### config.mk
export PLATFORM = sky130hd
export DESIGN_NAME = cpif_slave
export DESIGN_NICKNAME = d
export VERILOG_FILES = /design/src/rtl/cpif_pkg.sv /design/src/rtl/cpif_sync.sv /design/src/rtl/cpif_decode.sv /design/src/rtl/cpif_regfile.sv /design/src/rtl/cpif_slave.sv
export SDC_FILE = /design/constraint.sdc
export NUM_CORES = 1
export LEC_CHECK = 0
export BUFFER_PORTS_ARGS = -buffer_cell sky130_fd_sc_hd__clkbuf_2
export CAP_MARGIN = 10
export CELL_PAD_IN_SITES_DETAIL_PLACEMENT = 1
export CELL_PAD_IN_SITES_GLOBAL_PLACEMENT = 1
export CORE_ASPECT_RATIO = 1.5
export CORE_MARGIN = 2
export CORE_UTILIZATION = 35
export DETAILED_ROUTE_END_ITERATION = 7
export PLACE_DENSITY_LB_ADDON = 0.15
export SETUP_SLACK_MARGIN = 0.2
export SLEW_MARGIN = 10
export SYNTH_ARGS = -nofsm -noshare
export SYNTH_HDL_FRONTEND = slang
export SYNTH_HIERARCHICAL = 1
export SYNTH_SLANG_ARGS = --single-unit
### constraint.sdc
create_clock -name clk -period 2.8 [get_ports clk]
set_input_delay 0.56 -clock clk [delete_from_list [all_inputs] [get_ports clk]]
set_output_delay 0.56 -clock clk [all_outputs]
set_load 0.01 [all_outputs]
### src/rtl/cpif_pkg.sv
`timescale 1ns/1ps
// Shared constants and types for the coprocessor interface slave.
package cpif_pkg;
    localparam int ADDR_W = 32;
    localparam int FC_W   = 3;
    localparam int ID_W   = 3;
    localparam int SEL_W  = 4;
    localparam int NREG   = 1 << SEL_W;

    // Field positions the processor side decodes.
    localparam int ID_LO  = 13;
    localparam int TAG_LO = 16;
    localparam int SEL_LO = 1;

    localparam logic [FC_W-1:0] FC_CPU_SPACE  = 3'b111;
    localparam logic [3:0]      CP_ACCESS_TAG = 4'b0010;

    // Address bits that carry meaning in a coprocessor access; all others must be 0.
    localparam logic [ADDR_W-1:0] USED_BITS =
        (ADDR_W'(4'hF) << TAG_LO) | (ADDR_W'(3'h7) << ID_LO) | (ADDR_W'(4'hF) << SEL_LO);

    typedef enum logic [1:0] {
        ST_IDLE  = 2'd0,
        ST_DRIVE = 2'd1,
        ST_ACK   = 2'd2
    } bus_state_e;
endpackage

### src/rtl/cpif_sync.sv
`timescale 1ns/1ps
// Multi-stage synchroniser for asynchronous strobes.
// Assumes each bit is independent; reset loads RESET_VAL into every stage.
module cpif_sync #(
    parameter int              WIDTH     = 2,
    parameter int              STAGES    = 2,
    parameter logic [WIDTH-1:0] RESET_VAL = '0
) (
    input  logic             clk,
    input  logic             rst_n,
    input  logic [WIDTH-1:0] din,
    output logic [WIDTH-1:0] dout
);
    logic [WIDTH-1:0] stage_q [STAGES];

    for (genvar g = 0; g < STAGES; g++) begin : g_stage
        if (g == 0) begin : g_first
            // First stage samples the raw input.
            always_ff @(posedge clk) begin
                if (!rst_n) stage_q[g] <= RESET_VAL;
                else        stage_q[g] <= din;
            end
        end else begin : g_next
            // Later stages shift the previous stage.
            always_ff @(posedge clk) begin
                if (!rst_n) stage_q[g] <= RESET_VAL;
                else        stage_q[g] <= stage_q[g-1];
            end
        end
    end

    assign dout = stage_q[STAGES-1];
endmodule

### src/rtl/cpif_decode.sv
`timescale 1ns/1ps
// CPU-space coprocessor decode: function code, access tag, identifier and
// zero check on unused address bits. Registers the chip select and selector.
// Assumes the address and function code are stable while the strobes are low.
module cpif_decode
    import cpif_pkg::*;
(
    input  logic              clk,
    input  logic              rst_n,
    input  logic [FC_W-1:0]   fc,
    input  logic [ADDR_W-1:0] addr,
    input  logic [ID_W-1:0]   cp_id,
    output logic              cs_q,
    output logic [SEL_W-1:0]  sel_q
);
    logic fc_hit, tag_hit, id_hit, stray_bits, match;

    // Combinational pattern match of the current cycle.
    always_comb begin
        fc_hit     = (fc == FC_CPU_SPACE);
        tag_hit    = (addr[TAG_LO +: 4] == CP_ACCESS_TAG);
        id_hit     = (addr[ID_LO +: ID_W] == cp_id);
        stray_bits = |(addr & ~USED_BITS);
        match      = fc_hit && tag_hit && id_hit && !stray_bits;
    end

    // Register the select and the register selector.
    always_ff @(posedge clk) begin
        if (!rst_n) begin
            cs_q  <= 1'b0;
            sel_q <= '0;
        end else begin
            cs_q  <= match;
            sel_q <= addr[SEL_LO +: SEL_W];
        end
    end
endmodule

### src/rtl/cpif_regfile.sv
`timescale 1ns/1ps
// Sixteen interface registers. A set RO_MASK bit makes that word read-only,
// returning RO_TAG OR-ed with its index; writes to it are dropped.
module cpif_regfile
    import cpif_pkg::*;
#(
    parameter int               DATA_W  = 32,
    parameter logic [NREG-1:0]  RO_MASK = 16'h0003,
    parameter logic [DATA_W-1:0] RO_TAG = 32'hC0C0_0000
) (
    input  logic              clk,
    input  logic              rst_n,
    input  logic              wr_en,
    input  logic [SEL_W-1:0]  wr_sel,
    input  logic [DATA_W-1:0] wr_data,
    input  logic [SEL_W-1:0]  rd_sel,
    output logic [DATA_W-1:0] rd_data
);
    logic [DATA_W-1:0] word [NREG];

    for (genvar g = 0; g < NREG; g++) begin : g_reg
        if (RO_MASK[g]) begin : g_ro
            assign word[g] = RO_TAG | DATA_W'(g);
        end else begin : g_rw
            // Writable word: capture on a matching write strobe.
            always_ff @(posedge clk) begin
                if (!rst_n)                                  word[g] <= '0;
                else if (wr_en && (wr_sel == SEL_W'(g)))     word[g] <= wr_data;
            end
        end
    end

    assign rd_data = word[rd_sel];
endmodule

### src/rtl/cpif_slave.sv
`timescale 1ns/1ps
// Coprocessor interface bus slave: synchronised strobes, CPU-space decode,
// register file and acknowledge handshake for single 32-bit transfers.
// Assumes rw, addr and data_i are stable while as_n is low.
module cpif_slave
    import cpif_pkg::*;
#(
    parameter int               DATA_W      = 32,
    parameter int               SYNC_STAGES = 2,
    parameter logic [NREG-1:0]  RO_MASK     = 16'h0003,
    parameter logic [DATA_W-1:0] RO_TAG     = 32'hC0C0_0000
) (
    input  logic              clk,
    input  logic              rst_n,
    input  logic [FC_W-1:0]   fc,
    input  logic [ADDR_W-1:0] addr,
    input  logic [ID_W-1:0]   cp_id,
    input  logic              as_n,
    input  logic              ds_n,
    input  logic              rw,
    input  logic [DATA_W-1:0] data_i,
    output logic [DATA_W-1:0] data_o,
    output logic              data_oe,
    output logic [1:0]        dsack_n,
    output logic              cs_q
);
    logic [1:0]        strobe_sync;
    logic              as_act, ds_act;
    logic [SEL_W-1:0]  sel_q;
    logic [DATA_W-1:0] rd_data;
    logic              armed_q, start, wr_en;
    bus_state_e        state_q;
    logic [1:0]        dsack_q;
    logic              oe_q;
    logic [DATA_W-1:0] dout_q;

    // Reset value 0 treats both strobes as asserted until a real high is seen.
    cpif_sync #(.WIDTH(2), .STAGES(SYNC_STAGES), .RESET_VAL(2'b00)) sync_i (
        .clk(clk), .rst_n(rst_n), .din({as_n, ds_n}), .dout(strobe_sync)
    );

    assign as_act = ~strobe_sync[1];
    assign ds_act = ~strobe_sync[0];

    cpif_decode decode_i (
        .clk(clk), .rst_n(rst_n), .fc(fc), .addr(addr), .cp_id(cp_id),
        .cs_q(cs_q), .sel_q(sel_q)
    );

    cpif_regfile #(.DATA_W(DATA_W), .RO_MASK(RO_MASK), .RO_TAG(RO_TAG)) regs_i (
        .clk(clk), .rst_n(rst_n), .wr_en(wr_en), .wr_sel(sel_q),
        .wr_data(data_i), .rd_sel(sel_q), .rd_data(rd_data)
    );

    // Cycle start condition and write strobe.
    always_comb begin
        start = (state_q == ST_IDLE) && armed_q && cs_q && as_act && ds_act;
        wr_en = start && !rw;
    end

    // Re-arm only after the address strobe has been seen high.
    always_ff @(posedge clk) begin
        if (!rst_n)       armed_q <= 1'b0;
        else if (start)   armed_q <= 1'b0;
        else if (!as_act) armed_q <= 1'b1;
    end

    // Handshake state machine with registered bus outputs.
    always_ff @(posedge clk) begin
        if (!rst_n) begin
            state_q <= ST_IDLE;
            dsack_q <= 2'b11;
            oe_q    <= 1'b0;
            dout_q  <= '0;
        end else begin
            case (state_q)
                ST_IDLE: begin
                    if (start && rw) begin
                        state_q <= ST_DRIVE;
                        oe_q    <= 1'b1;
                        dout_q  <= rd_data;
                    end else if (start) begin
                        state_q <= ST_ACK;
                        dsack_q <= 2'b00;
                    end
                end
                ST_DRIVE: begin
                    state_q <= ST_ACK;
                    dsack_q <= 2'b00;
                end
                ST_ACK: begin
                    if (!as_act) begin
                        state_q <= ST_IDLE;
                        dsack_q <= 2'b11;
                        oe_q    <= 1'b0;
                        dout_q  <= '0;
                    end
                end
                default: begin
                    state_q <= ST_IDLE;
                    dsack_q <= 2'b11;
                    oe_q    <= 1'b0;
                    dout_q  <= '0;
                end
            endcase
        end
    end

    assign dsack_n = dsack_q;
    assign data_oe = oe_q;
    assign data_o  = dout_q;
endmodule

After elaboration in Yosys (flattened, before gate mapping)
Memory sizes are Yosys's and may differ from the RTL's.
Index checks and enable logic that the tools add are counted.
{ "classes": {"order_cmp": 1, "n_div": 0, "muxes": 21, "n_bitwise": 7, "n_mul": 0, "add_sub_neg": 0, "reduce_logical": 31, "shift": 0, "eq_ne": 24} }
{ "op_table": {"columns": ["op", "n"], "rows": [
  ["32-bit binary-select mux with 4-bit select", 1],
  ["32-bit two-way mux", 4],
  ["32-bit case mux with 3 select lines", 1],
  ["4-bit equality test (second input constant)", 8],
  ["1-bit logical AND", 23],
  ["21-bit OR reduction", 1],
  ["4-bit by 3-bit equality test with 1-bit output (second input constant)", 4],
  ["2-bit two-way mux", 8],
  ["4-bit by 2-bit equality test with 1-bit output (second input constant)", 3],
  ["2-bit case mux with 3 select lines", 2],
  ["2-bit != test (second input constant)", 3],
  ["3-bit AND reduction", 2],
  ["5-bit >= comparator (second input constant)", 1],
  ["4-bit inverter with 5-bit output", 1],
  ["1-bit two-way mux", 4],
  ["1-bit inverter", 4],
  ["3-bit equality test", 1],
  ["3-bit equality test (second input constant)", 1],
  ["3-bit by 2-bit != test with 1-bit output (second input constant)", 1],
  ["1-bit case mux with 3 select lines", 1],
  ["2-bit by 1-bit equality test with 1-bit output (second input constant)", 1],
  ["2-bit equality test (second input constant)", 1],
  ["1-bit logical NOT", 2],
  ["2-bit logical NOT", 1],
  ["other kinds (4)", 5]
]} }
{ "word_totals": {"rom_bits": 0, "ram_bits": 4, "regBits": 491, "latch_bits": 0, "out_inout_bits": 36, "wordCells": 106, "mem_count": 1} }
{ "mem_list": {"columns": ["name", "depth", "width", "read_ports", "rd_ports_with_merged_regs", "write_ports", "line_no", "text"], "rows": [
  ["sync_i.stage_q", 2, 2, 2, 0, 2, "cpif_sync.sv:14", "logic [WIDTH-1:0] stage_q [STAGES];"]
]} }

Longest topological paths before layout
{ "logic_depth": {"word_depth": 8, "ltp_mapped": 9, "mapped_depth_nobuf": 7} }

Modules after synthesis
Netlist, hierarchy kept.
{ "by_module_without_submodules": {"columns": ["module", "cells_per_inst", "area_each_um2", "seq_area_each_um2", "instances"], "rows": [
  ["cpif_regfile", 2332, 20203.1, 8968.6, 1],
  ["cpif_slave", 166, 1557.7, 740.7, 1],
  ["cpif_decode", 24, 256.5, 100.1, 1],
  ["cpif_sync", 8, 105.1, 80.1, 1]
]} }

Worst setup path after synthesis
No wires, ideal clock.
{ "synth_path": {"path_type": "reg-to-reg", "startpoint": "register decode_i.cs_q", "endpoint": "register regs_i/word[104] (netlist bit)", "slack_ns": 0.823, "n_path_buf": 2, "setup_time_ns": 0.122, "required_ns": 2.678, "path_stages_with_launch": 10, "arrival_time_ns": 1.855, "cell_sequence": "dfxtp_1 and4bb_2 nand2_1 nor2_1 nand3_1 or3_1 clkbuf_1 clkbuf_1 nand2_1 a21boi_0"} }
{ "synth_between": {"elab_chain_cells": 5} }
{ "synth_rtl": {"columns": ["item", "line_no", "text"], "rows": [
  ["start: declaration", "cpif_decode.sv:13", "output logic cs_q,"],
  ["start signal: assignment", "cpif_decode.sv:33", "cs_q <= match;"],
  ["1-bit logical AND (3 in a row)", "cpif_slave.sv:57", "start = (state_q == ST_IDLE) && armed_q && cs_q && as_act && ds_act;"],
  ["1-bit logical AND", "cpif_slave.sv:58", "wr_en = start && !rw;"],
  ["net wr_en", "cpif_slave.sv:31", "logic armed_q, start, wr_en;"],
  ["1-bit logical AND", "cpif_regfile.sv:28", "else if (wr_en && (wr_sel == SEL_W'(g))) word[g] <= wr_data;"],
  ["end signal: indexed assignment", "cpif_regfile.sv:28", null],
  ["end: declaration", "cpif_regfile.sv:19", "logic [DATA_W-1:0] word [NREG];"]
]} }
The timed path passes the listed nets, and every way through them passes these cells.
A chain may end at the register's enable or synchronous reset.

==> results.md <==
* Total power at 14.8 mW
* Final worst setup slack at about 440 ps
* Cell count after synthesis at between 2000 and 3000
* Post CTS Setup Buffer Count at 0
* CP Max Fanout at 18
* Crit. End Element: register
* Antenna Violating Nets Remaining at 0
* Count of cell types in the netlist at just under 50
* Final worst-path cycle share at a little over four fifths
* Met1 WL at 33600 um
* CORE AREA at about 62000 um2
* Setup TNS at 0 ps
* DR WL/cell at approximately 24 um
* Antenna violations before repair at 5
* Worst-Margin Slew at 853 ps
* Fin. Hold Viols at 0
* Initial drt markers at 978
* Synth Register Bits at 494
* Final Slew Violations at 0
* CP Cell Sequence: and4bb_2 > nand2_1 > nor2_1 > buf_4 > nand3_1 > buf_4 > nor2_4 > buf_12 > nand2_1 > a21boi_0
* Met2 Routed Length at 40700 um
* Peak VDD IR at about 0.44 mV
* Highest metal used: met5
* CTS root buf: clkbuf_16
* TritonCTS Sinks at 494
* Finished Layout Cells at 3391
* Dpl ws at 431 ps
* DRC at 0
* Die Footprint at 65300 um2
* Post-DP Area at 23800 um2
* 1st-pass router iterations at 5
* Initial Util at between 30% and 40%
* Dpl hpwl at 50100 um
* Slew HR at ~43%
* Max Fclk at 0.423 GHz
* Clock H-tree levels at 2
* Clock buffer depth at 3
* Total track usage at 24.5%
* Dpl cells at ~3300
* Congestion Overflow GR at 0
* CP peak stage delay at 350 ps
* Post-synth EDFFs at 0
* Netlist Area Pre-Place at 22100 um2
* Worst EP arrival at 2880 ps
* Die X at 209 um
* Crit-path slowest cell: and4bb_2
* Vias in the first global route at around 20000
* Largest net degree at the start of global routing at 201
* Synth warnings at 6
* Hold Buf Count CTS at 0
* Later-pin clock latency in the skew report at 610 ps
* RSZ-0062 raised after global routing: false
* Final instance area at ~25000 um2
* Top FF cell, synth: dfxtp_1
* Global-route wire length before repair at 122000 um
* Worst min path class: primary input to register
* Commonest non-fill, non-tap cell in the layout: nand2_1
* Routed wl met3 at between 2000 and 3000 um
* Syn nets at about 2600
* Power density cells at 582 nW/um2
* Setup CP Type: register to register
* CTS resizes at 0
* Nets@finish at 2631
* Post-Route WL at 79800 um
* Buffers on Ports at 110
* Cts bufs inserted at 53
* I/O pins at around 110
* Vias at between 15000 and 20000
* Tmin final at 2360 ps
* FP Rows at 112
* GP Congestion at 0.782
* Async SR Flop Fraction at 0%
* Status: finished clean
* Crit start category: register
* Avg Inst Size Synth at 8.74 um2
* Layout cell share with drive strength beyond 1 at 16.6%
* Drt via density at ~5.4
* Clk pin slew, worst setup/hold paths at approximately 60 ps
* Most frequent cells in the layout: 979 x nand2_1, 490 x dfxtp_1, 389 x a21boi_0, 109 x clkbuf_2, 87 x mux4_2
* Die extent in y at 312 um
* CTS tree: built
* Final worst clock skew at 7.85 ps
* WP data required at 3320 ps
* Seq/Total Area, Yosys at 44.7%
* MaxCap Viol Count at 0
* Synth-to-layout area growth at 15.2%
* Leak Pwr at about 8.4 nW
* Finish-stage setup viols at 0
## layer usage
metal	global-route usage, %	vias to the layer above
met5	0	-
met4	7.87	4
met3	3.31	139
met2	44.5	325
met1	29.8	9386
li1	-	8541
## flip-flops by register name (all words and copies together) (netlist names)
name            cells
state_q             2
decode_i/sel_q      4
armed_q             1
sync_i/stage_q      4
regs_i/word       448
data_oe             1
data_o             32
decode_i/cs_q       1
dsack_n             1
## final timing paths
check                                          start                    to  slack [ps]  cells past startpoint
worst max register to register  sync_i/stage_q[1][1]       regs_i/word[82]         440                     10
worst max-delay path            sync_i/stage_q[1][1]       regs_i/word[82]         440                     10
worst min register to register  sync_i/stage_q[0][1]  sync_i/stage_q[1][1]         440                      1
worst min-delay path                            as_n  sync_i/stage_q[0][1]         170                      2
## where the power goes
part | switching [mW] | internal (mW) | leakage [nW] | total (mW)
sequential | 0.0260 | 7.03 | 3.98 | 7.06
combinational | 0.472 | 0.286 | 3.64 | 0.758
clock | 2.95 | 4.05 | 0.825 | 7.01
total | 3.45 | 11.4 | 8.44 | 14.8
## critical path: cells and delay by family (launching register included)
family                 cells  cell delay, ps
buffers and inverters      3             650
and+or+nand+nor            6            1050
DFF                        1             340
AOI/OAI and AO/OA          1             200
## metrics by stage
| stage | utilization, % | hold WS (ps) |
|---|---|---|
| after floorplan | - | 406 |
| after global placement | 38.2 | 424 |
| after detailed placement | 38.2 | 423 |
| after CTS | 40.9 | 135 |
| after global routing | 40.9 | 151 |
| final | 40.9 | 167 |
## cells by family after synthesis
| group | count (synthesis) | synth area share (%) |
|---|---|---|
| DFF | 494 | 44.7 |
| buffers and inverters | 235 | 4.81 |
| muxes | 169 | 12.7 |
| xor gates and xnor gates | 3 | 0.119 |
| and+or+nand+nor | 1093 | 19.7 |
| AOI/OAI and AO/OA | 536 | 18.0 |
## synthesized netlist by cell type, drive strengths merged (11+ instances only)
cell type    n  area (um2)
nand2      984        3690
dfxtp      494        9890
a21boi     448        3360
clkbuf     165         619
mux4        87        1960
buf         67         434
mux2i       58         581
nand3       40         200
a221oi      27         236
mux2        24         270
nor2        24        90.1
a31oi       22         138
o21ai       11        58.8
## cell type report
| class | instances | area (um2) |
|---|---|---|
| Fill cell | 7150 | 36900 |
| Multi-Input combinational cell | 1801 | 11300 |
| Sequential cell | 494 | 9900 |
| Timing Repair Buffer | 203 | 1580 |
| Clock buffer | 82 | 1560 |
| Tap cell | 798 | 998 |
| Clock inverter | 9 | 120 |
| Inverter | 3 | 11.3 |
| Antenna cell | 1 | 2.50 |
Power figures use the tool's default switching activity.
